### src/rtl/port_ctl_pkg.sv
package port_ctl_pkg;

    localparam int DATA_W   = 8;
    localparam int CODE_W   = 3;
    localparam int BIT_PU   = 7;
    localparam int BIT_SUP  = 6;
    localparam int BIT_IRQ  = 5;
    localparam int BIT_RSV  = 4;
    localparam int BIT_ACT  = 3;

    typedef enum logic [2:0] {
        DRV_ENGINE  = 3'd0,
        DRV_K       = 3'd1,
        DRV_J       = 3'd2,
        DRV_SE0     = 3'd3,
        OD_BOTH_LOW = 3'd4,
        OD_DM_LOW   = 3'd5,
        OD_DP_LOW   = 3'd6,
        OD_RELEASE  = 3'd7
    } drv_mode_t;

    typedef struct packed {
        logic dp_oe;
        logic dp_val;
        logic dm_oe;
        logic dm_val;
    } line_drv_t;

    localparam line_drv_t LINES_IDLE = '{dp_oe: 1'b0, dp_val: 1'b0, dm_oe: 1'b0, dm_val: 1'b0};

endpackage

### src/rtl/activity_flag.sv
module activity_flag (
    input  logic clk,
    input  logic rst_n,
    input  logic set_i,
    input  logic clr_i,
    output logic flag_o
);

    logic flag_q;
    logic flag_d;

    always_comb begin
        flag_d = flag_q;
        if (clr_i) begin
            flag_d = 1'b0;
        end
        if (set_i) begin
            flag_d = 1'b1;
        end
    end

    always_ff @(posedge clk or negedge rst_n) begin
        if (!rst_n) begin
            flag_q <= 1'b0;
        end else begin
            flag_q <= flag_d;
        end
    end

    assign flag_o = flag_q;

    a_r3_strobe_sets: assert property (@(posedge clk) disable iff (!rst_n)
        set_i |=> flag_o);

    a_r4_clear_when_asked: assert property (@(posedge clk) disable iff (!rst_n)
        (clr_i && !set_i) |=> !flag_o);

    a_r3_no_spontaneous_fall: assert property (@(posedge clk) disable iff (!rst_n)
        (!clr_i && flag_o) |=> flag_o);

endmodule

### src/rtl/ctl_reg.sv
module ctl_reg
    import port_ctl_pkg::*;
#(
    parameter int W  = DATA_W,
    parameter int CW = CODE_W
) (
    input  logic          clk,
    input  logic          rst_n,
    input  logic          wr_i,
    input  logic [W-1:0]  wdata_i,
    input  logic          activity_i,
    output logic [W-1:0]  rdata_o,
    output logic          pullup_o,
    output logic          supply_o,
    output logic          irq_sel_o,
    output logic [CW-1:0] code_o
);

    logic          pu_q;
    logic          sup_q;
    logic          irq_q;
    logic [CW-1:0] code_q;
    logic          act_flag;
    logic          act_clr;

    assign act_clr = wr_i && !wdata_i[BIT_ACT];

    activity_flag u_act (
        .clk    (clk),
        .rst_n  (rst_n),
        .set_i  (activity_i),
        .clr_i  (act_clr),
        .flag_o (act_flag)
    );

    always_ff @(posedge clk or negedge rst_n) begin
        if (!rst_n) begin
            pu_q   <= 1'b0;
            sup_q  <= 1'b0;
            irq_q  <= 1'b0;
            code_q <= '0;
        end else if (wr_i) begin
            pu_q   <= wdata_i[BIT_PU];
            sup_q  <= wdata_i[BIT_SUP];
            irq_q  <= wdata_i[BIT_IRQ];
            code_q <= wdata_i[CW-1:0];
        end
    end

    always_comb begin
        rdata_o           = '0;
        rdata_o[BIT_PU]   = pu_q;
        rdata_o[BIT_SUP]  = sup_q;
        rdata_o[BIT_IRQ]  = irq_q;
        rdata_o[BIT_RSV]  = 1'b0;
        rdata_o[BIT_ACT]  = act_flag;
        rdata_o[CW-1:0]   = code_q;
    end

    assign pullup_o  = pu_q;
    assign supply_o  = sup_q;
    assign irq_sel_o = irq_q;
    assign code_o    = code_q;

    a_r2_write_lands: assert property (@(posedge clk) disable iff (!rst_n)
        wr_i |=> (code_o == $past(wdata_i[CW-1:0])) && (pullup_o == $past(wdata_i[BIT_PU])));

    a_r2_hold_without_write: assert property (@(posedge clk) disable iff (!rst_n)
        !wr_i |=> $stable(code_o) && $stable(irq_sel_o) && $stable(supply_o));

    a_r5_strobe_beats_clear: assert property (@(posedge clk) disable iff (!rst_n)
        (activity_i && act_clr) |=> rdata_o[BIT_ACT]);

endmodule

### src/rtl/line_drive.sv
module line_drive
    import port_ctl_pkg::*;
#(
    parameter int CW = CODE_W
) (
    input  logic          clk,
    input  logic          rst_n,
    input  logic [CW-1:0] code_i,
    input  logic          eng_dp_i,
    input  logic          eng_dm_i,
    input  logic          eng_oe_i,
    output line_drv_t     lines_o
);

    drv_mode_t mode;
    line_drv_t lines_d;
    line_drv_t lines_q;

    always_comb begin
        unique case (code_i)
            3'd0:    mode = DRV_ENGINE;
            3'd1:    mode = DRV_K;
            3'd2:    mode = DRV_J;
            3'd3:    mode = DRV_SE0;
            3'd4:    mode = OD_BOTH_LOW;
            3'd5:    mode = OD_DM_LOW;
            3'd6:    mode = OD_DP_LOW;
            default: mode = OD_RELEASE;
        endcase
    end

    always_comb begin
        lines_d = LINES_IDLE;
        unique case (mode)
            DRV_ENGINE: begin
                lines_d.dp_oe  = eng_oe_i;
                lines_d.dp_val = eng_dp_i;
                lines_d.dm_oe  = eng_oe_i;
                lines_d.dm_val = eng_dm_i;
            end
            DRV_K: begin
                lines_d.dp_oe  = 1'b1;
                lines_d.dp_val = 1'b1;
                lines_d.dm_oe  = 1'b1;
                lines_d.dm_val = 1'b0;
            end
            DRV_J: begin
                lines_d.dp_oe  = 1'b1;
                lines_d.dp_val = 1'b0;
                lines_d.dm_oe  = 1'b1;
                lines_d.dm_val = 1'b1;
            end
            DRV_SE0: begin
                lines_d.dp_oe  = 1'b1;
                lines_d.dm_oe  = 1'b1;
            end
            OD_BOTH_LOW: begin
                lines_d.dp_oe  = 1'b1;
                lines_d.dm_oe  = 1'b1;
            end
            OD_DM_LOW: begin
                lines_d.dm_oe  = 1'b1;
            end
            OD_DP_LOW: begin
                lines_d.dp_oe  = 1'b1;
            end
            OD_RELEASE: begin
                lines_d = LINES_IDLE;
            end
        endcase
    end

    always_ff @(posedge clk or negedge rst_n) begin
        if (!rst_n) begin
            lines_q <= LINES_IDLE;
        end else begin
            lines_q <= lines_d;
        end
    end

    assign lines_o = lines_q;

    a_r9_open_drain_never_high: assert property (@(posedge clk) disable iff (!rst_n)
        code_i[2] |=> !(lines_o.dp_oe && lines_o.dp_val) && !(lines_o.dm_oe && lines_o.dm_val));

    a_r8_se0_both_low: assert property (@(posedge clk) disable iff (!rst_n)
        (code_i == 3'd3) |=> lines_o.dp_oe && lines_o.dm_oe && !lines_o.dp_val && !lines_o.dm_val);

    a_r7_engine_passes: assert property (@(posedge clk) disable iff (!rst_n)
        (code_i == 3'd0) |=> (lines_o.dp_val == $past(eng_dp_i)) && (lines_o.dm_oe == $past(eng_oe_i)));

endmodule

### src/rtl/port_ctl_top.sv
module port_ctl_top
    import port_ctl_pkg::*;
(
    input  logic       clk,
    input  logic       rst_n,
    input  logic       cpu_wr,
    input  logic [7:0] cpu_wdata,
    output logic [7:0] cpu_rdata,
    input  logic       eng_activity,
    input  logic       eng_dp,
    input  logic       eng_dm,
    input  logic       eng_oe,
    output logic       dp_val,
    output logic       dp_oe,
    output logic       dm_val,
    output logic       dm_oe,
    output logic       pullup_en,
    output logic       supply_en,
    output logic       irq_sel_ps2,
    output logic [2:0] force_code
);

    logic [CODE_W-1:0] code;
    line_drv_t         lines;

    ctl_reg #(.W(DATA_W), .CW(CODE_W)) u_reg (
        .clk        (clk),
        .rst_n      (rst_n),
        .wr_i       (cpu_wr),
        .wdata_i    (cpu_wdata),
        .activity_i (eng_activity),
        .rdata_o    (cpu_rdata),
        .pullup_o   (pullup_en),
        .supply_o   (supply_en),
        .irq_sel_o  (irq_sel_ps2),
        .code_o     (code)
    );

    line_drive #(.CW(CODE_W)) u_lines (
        .clk      (clk),
        .rst_n    (rst_n),
        .code_i   (code),
        .eng_dp_i (eng_dp),
        .eng_dm_i (eng_dm),
        .eng_oe_i (eng_oe),
        .lines_o  (lines)
    );

    assign force_code = code;
    assign dp_val     = lines.dp_val;
    assign dp_oe      = lines.dp_oe;
    assign dm_val     = lines.dm_val;
    assign dm_oe      = lines.dm_oe;

    a_r10_lines_lag_write: assert property (@(posedge clk) disable iff (!rst_n)
        (cpu_wr && cpu_wdata[2:0] == 3'd7 && force_code == 3'd1) |=> dp_oe && dp_val);

endmodule

### config.mk
export PLATFORM = sky130hd
export DESIGN_NAME = port_ctl_top
export DESIGN_NICKNAME = d
export VERILOG_FILES = /design/src/rtl/port_ctl_pkg.sv /design/src/rtl/activity_flag.sv /design/src/rtl/ctl_reg.sv /design/src/rtl/line_drive.sv /design/src/rtl/port_ctl_top.sv
export SDC_FILE = /design/constraint.sdc
export NUM_CORES = 1
export LEC_CHECK = 0
export BUFFER_PORTS_ARGS = -buffer_cell sky130_fd_sc_hd__buf_2
export CAP_MARGIN = 20
export CORE_MARGIN = 2
export CORE_UTILIZATION = 35
export DETAILED_ROUTE_END_ITERATION = 10
export GPL_TIMING_DRIVEN = 0
export PLACE_DENSITY_LB_ADDON = 0.12
export SLEW_MARGIN = 40
export SYNTH_ARGS = -nofsm -noshare
export SYNTH_HDL_FRONTEND = slang
export SYNTH_HIERARCHICAL = 1
export SYNTH_SLANG_ARGS = --single-unit
export TNS_END_PERCENT = 50
### constraint.sdc
create_clock -name clk -period 0.9 [get_ports clk]
set_input_delay 0.045 -clock clk [delete_from_list [all_inputs] [get_ports clk]]
set_output_delay 0.045 -clock clk [all_outputs]
set_load 0.02 [all_outputs]
* After elaboration in Yosys (flattened, before gate mapping)
Cells that the tools add are included. Widths: inputs -> output; s select.
Word-level totals: bits in registers 11, output and inout port bits 18
Operators by class: eq/ne operators 12, multiplexer cells 7, reduce and logical (&&, ||, !) cells 7
Operators with widths (count):
- $pmux 3 s7 | 1
- $eq 3x3->1 const B | 6
- $eq 3x2->1 const B | 4
- $reduce_or 5->1 | 2
- $pmux 1 s2 | 4
- $eq 3x1->1 const B | 2
- $logic_not 3->1 | 2
- $mux 1 | 2
- $reduce_bool 2->1 | 1
- $logic_and 1x1->1 | 1
- $logic_not 1->1 | 1

* Longest topological paths before layout
depth after elaboration 5, gate-level depth with buffers 4, depth with buffers taken out 3

* By module
Netlist, hierarchy kept.
Modules (own cells, without submodules):
- ctl_reg | instances 1, cells an instance 23, area an instance 321.6 um^2
- line_drive | instances 1, cells an instance 11, area an instance 140.1 um^2
- activity_flag | instances 1, cells an instance 3, area an instance 36.3 um^2

* Least setup slack after synthesis
OpenSTA, ideal clock, no wires.
path type reg-to-reg, start reg u_reg.code_q[0] (netlist: u_reg/code_o[0]), end reg u_lines.lines_q, in the netlist u_lines/lines_o[1], arrival 0.864 ns, data required time 0.761 ns, path slack -0.102 ns, stages on the path, launching flop included 3, cell sequence dfrtp_1 nor4_2 a21oi_1
RTL lines:
- start, declared | line ctl_reg.sv:22 | logic [CW-1:0] code_q;
- start signal, assigned | line ctl_reg.sv:46 | code_q <= wdata_i[CW-1:0];
- end signal, assigned | line line_drive.sv:77 | lines_q <= lines_d;
- end, declared | line line_drive.sv:17 | line_drv_t lines_q;

* Final worst setup path
start reg u_reg.code_q[1] (netlist: u_reg/code_o[1]), end out cpu_rdata[1]
RTL lines:
- end, declared | line port_ctl_top.sv:8 | output logic [7:0] cpu_rdata,
No word-level cell between the ends.

==> results.cfg <==
[synth]
synthSimpleGateAreaFrac_pct = 7.29
synth_compound_area_share_pct = 3.52
synth.area.mux_share_pct = 18.1
synth-xor-area-share_pct = 0
synth.top_cells.by_count = 11 x dfrtp_1, 8 x buf_4, 6 x mux2_4
synth_cell_types = 12
yosysWarnings = 6
synth_cells = 37
synthAdderAreaFrac_pct = 0
synth_top_family_by_area = multiplexers
synth_area_leaders = dfrtp_1 55%, mux2_4 18%, buf_4 12%
syn-num-nets = 52
ys_ff_latch = 11
synth_area_um2 = 498
async_reset_ff_share_pct = 100
synth_top_area_share_pct = 55.3
synth-seq-area-share_pct = 55.3
syn_area_per_cell_um2 = 13.5
synthMostInstantiatedCell = dfrtp_1
ys.flop_type = dfrtp_1
synth_top_area_cell = dfrtp_1
synth_edf_count = 0

[timing]
timing.fmax_mhz = 1010
setup_viol = 12
fin_worst_skew_ns = 0.00284
fin_setup_tns_ns = -0.579
slew_violations = 0
hold_violations = 0
period_needed_ns = 0.992
rsz0062_at_grt = true
period_share_pct = 110
setup_slack_ns = -0.0919

[drt]
highest_layer = met3
drt_iter0_markers = 3
firstDrtPassIters = 2
route.met3.wl_um = 87
drc_errors = 0
vias_per_cell = 4.34
via_count = 404
met1_length_um = 364
drt_wl_total_um = 991
drt.antenna.violating_nets = 0
dr_wl_met2_um = 539
avgRoutedWirePerCell_um = 10.7

[die]
core-area_um2 = 1320
start_util_pct = 37.8
die_w_um = 41.7
rows = 13
dieArea_um2 = 1740
ioPinCount = 33
die_y_um = 41.7

[critical_path]
cp_data_arrival_time_ns = 0.95
endpoint_kind = primary output
rr_worst_depth = 3
worstSetupStartpoint = u_reg/code_o[1]
path_common_cell = buf_6
r2r-end = u_lines/lines_o[1]
critPathLaunchType = flop
r2r-start = u_reg/code_o[0]
r2r_slack_ns = -0.06
crit_path_cell_trace = buf_6 > buf_6
max_stage_delay_ns = 0.45
slowest_stage = dfrtp_2
endpoint = cpu_rdata[1]
cp_data_required_time_ns = 0.85
worstSetupPathType = reg -> out
cp_max_fo = 5

[clock_tree]
clock_latency_ns = 0.26
path_clk_slew_ns = 0.07
cts.sinks = 11
htree_levels = 1
cts_buffers = 3
cts_root_buf = clkbuf_4
clockBufferDepth = 2
tritoncts = built

[grt]
grt_max_degree = 12
track_usage_pct = 12.4
grt_first_pass_wirelength_um = 1650
grt_remaining_overflow = 0
grt_antenna_before_repair = 0
grt_pass1_vias = 394

[cells_and_area]
final_nets = 94
area_delta_synth_final_pct = 69.3
seqCellArea_um2 = 279
multi_input_area_um2 = 168
final_area_um2 = 843
num_antenna_cells = 0
n_fill_cell = 110
layout-drive-gt1-share_pct = 78.2

[pwr]
ir_worst_vdd_uv = 892
p_per_area_nw_per_um2 = 1640
finalPower_w = 0.00138
power.leakage_nw = 0.432

[placed_design]
port-buffer-count = 29
gp_congestion = 0.690
post-dp-hpwl_um = 665
dp_slack_ns = -0.0404
placed_cell_area_um2 = 666

[hold_path]
hold_class = in -> reg
min_from = cpu_wdata[1]

[run_status]
failed_checks = negative setup slack
status = complete, but fails checks

[run]
maxCapViolations = 0
what timing repair did:
action,CTS,global route
hold endpoints to repair,12,0
setup buffers,6,1
gates resized for setup,21,5
pin swaps,0,0
endpoints found under the setup margin,12,20
hold buffers,2,0
metal layers:
metal  vias up  track usage, %
li1        196               -
met1       187            14.0
met2        21            23.1
met3         0            3.48
met4         0            1.94
met5         -               0
per-stage QoR:
step	util, %	hold slack (ns)	instances
3_3_place_gp	50.5	-0.0781	81
2_1_floorplan	-	-0.251	37
6_report	64.0	0.0107	93
3_5_place_dp	50.5	-0.0785	81
5_1_grt	64.0	0.00315	93
4_1_cts	62.8	0.00844	93
kinds of logic after synthesis:
kind of cell	Yosys count
flops	11
buf+inv	10
mux	6
simple gates	6
compound gates	3
other cells	1
critical path: cells and delay by family (launching register included):
kind,cells,cell delay [ns]
buffers and inverters,2,0.25
DFF,1,0.45
registers in the layout (all words and copies together) (netlist names):
register	cells
u_lines/lines_o	4
u_reg/code_o	3
u_reg/irq_sel_o	1
u_reg/pullup_o	1
u_reg/supply_o	1
u_reg/u_act/flag_o	1
area by class of cell:
| type | instances | share of cell area (%) |
|---|---|---|
| plain buffers | 8 | 10.2 |
| clock buffers | 4 | 3.12 |
| inverters | 1 | 0.445 |
| multi-input cells | 16 | 19.9 |
| flip-flops and latches | 11 | 33.1 |
| well taps | 15 | 2.23 |
| repair buffers | 38 | 31.0 |
layout by cell type, fill, tap and decap left out, drive strengths merged:
cell type,instances
inv,1
clkbuf,4
nor4,1
nor2,2
buf,44
nor2b,1
a21oi,2
conb,1
dfrtp,11
dlygate4sd3,2
a21o,1
mux2,6
nor3,2
worst min path at each step:
| stage | slack (ns) | endpoint | cells after the start |
|---|---|---|---|
| 2_1_floorplan | -0.25 | u_lines/lines_o[0] | 0 |
| 3_3_place_gp | -0.08 | u_reg/u_act/flag_o | 1 |
| 3_5_place_dp | -0.08 | u_reg/u_act/flag_o | 1 |
| 4_1_cts | 0.008 | u_reg/supply_o | 2 |
| 5_1_grt | 0.003 | u_reg/code_o[0] | 2 |
| 6_report | 0.01 | u_reg/code_o[1] | 2 |
report_power, final:
| group | switching [W] | total (W) | internal (W) |
|---|---|---|---|
| Clock | 0.000155 | 0.000325 | 0.000171 |
| Sequential | 0.0000391 | 0.000585 | 0.000546 |
| Combinational | 0.000214 | 0.000474 | 0.000260 |
| Total | 0.000407 | 0.00138 | 0.000977 |
No activity file was read; power rests on OpenSTA's default activity.
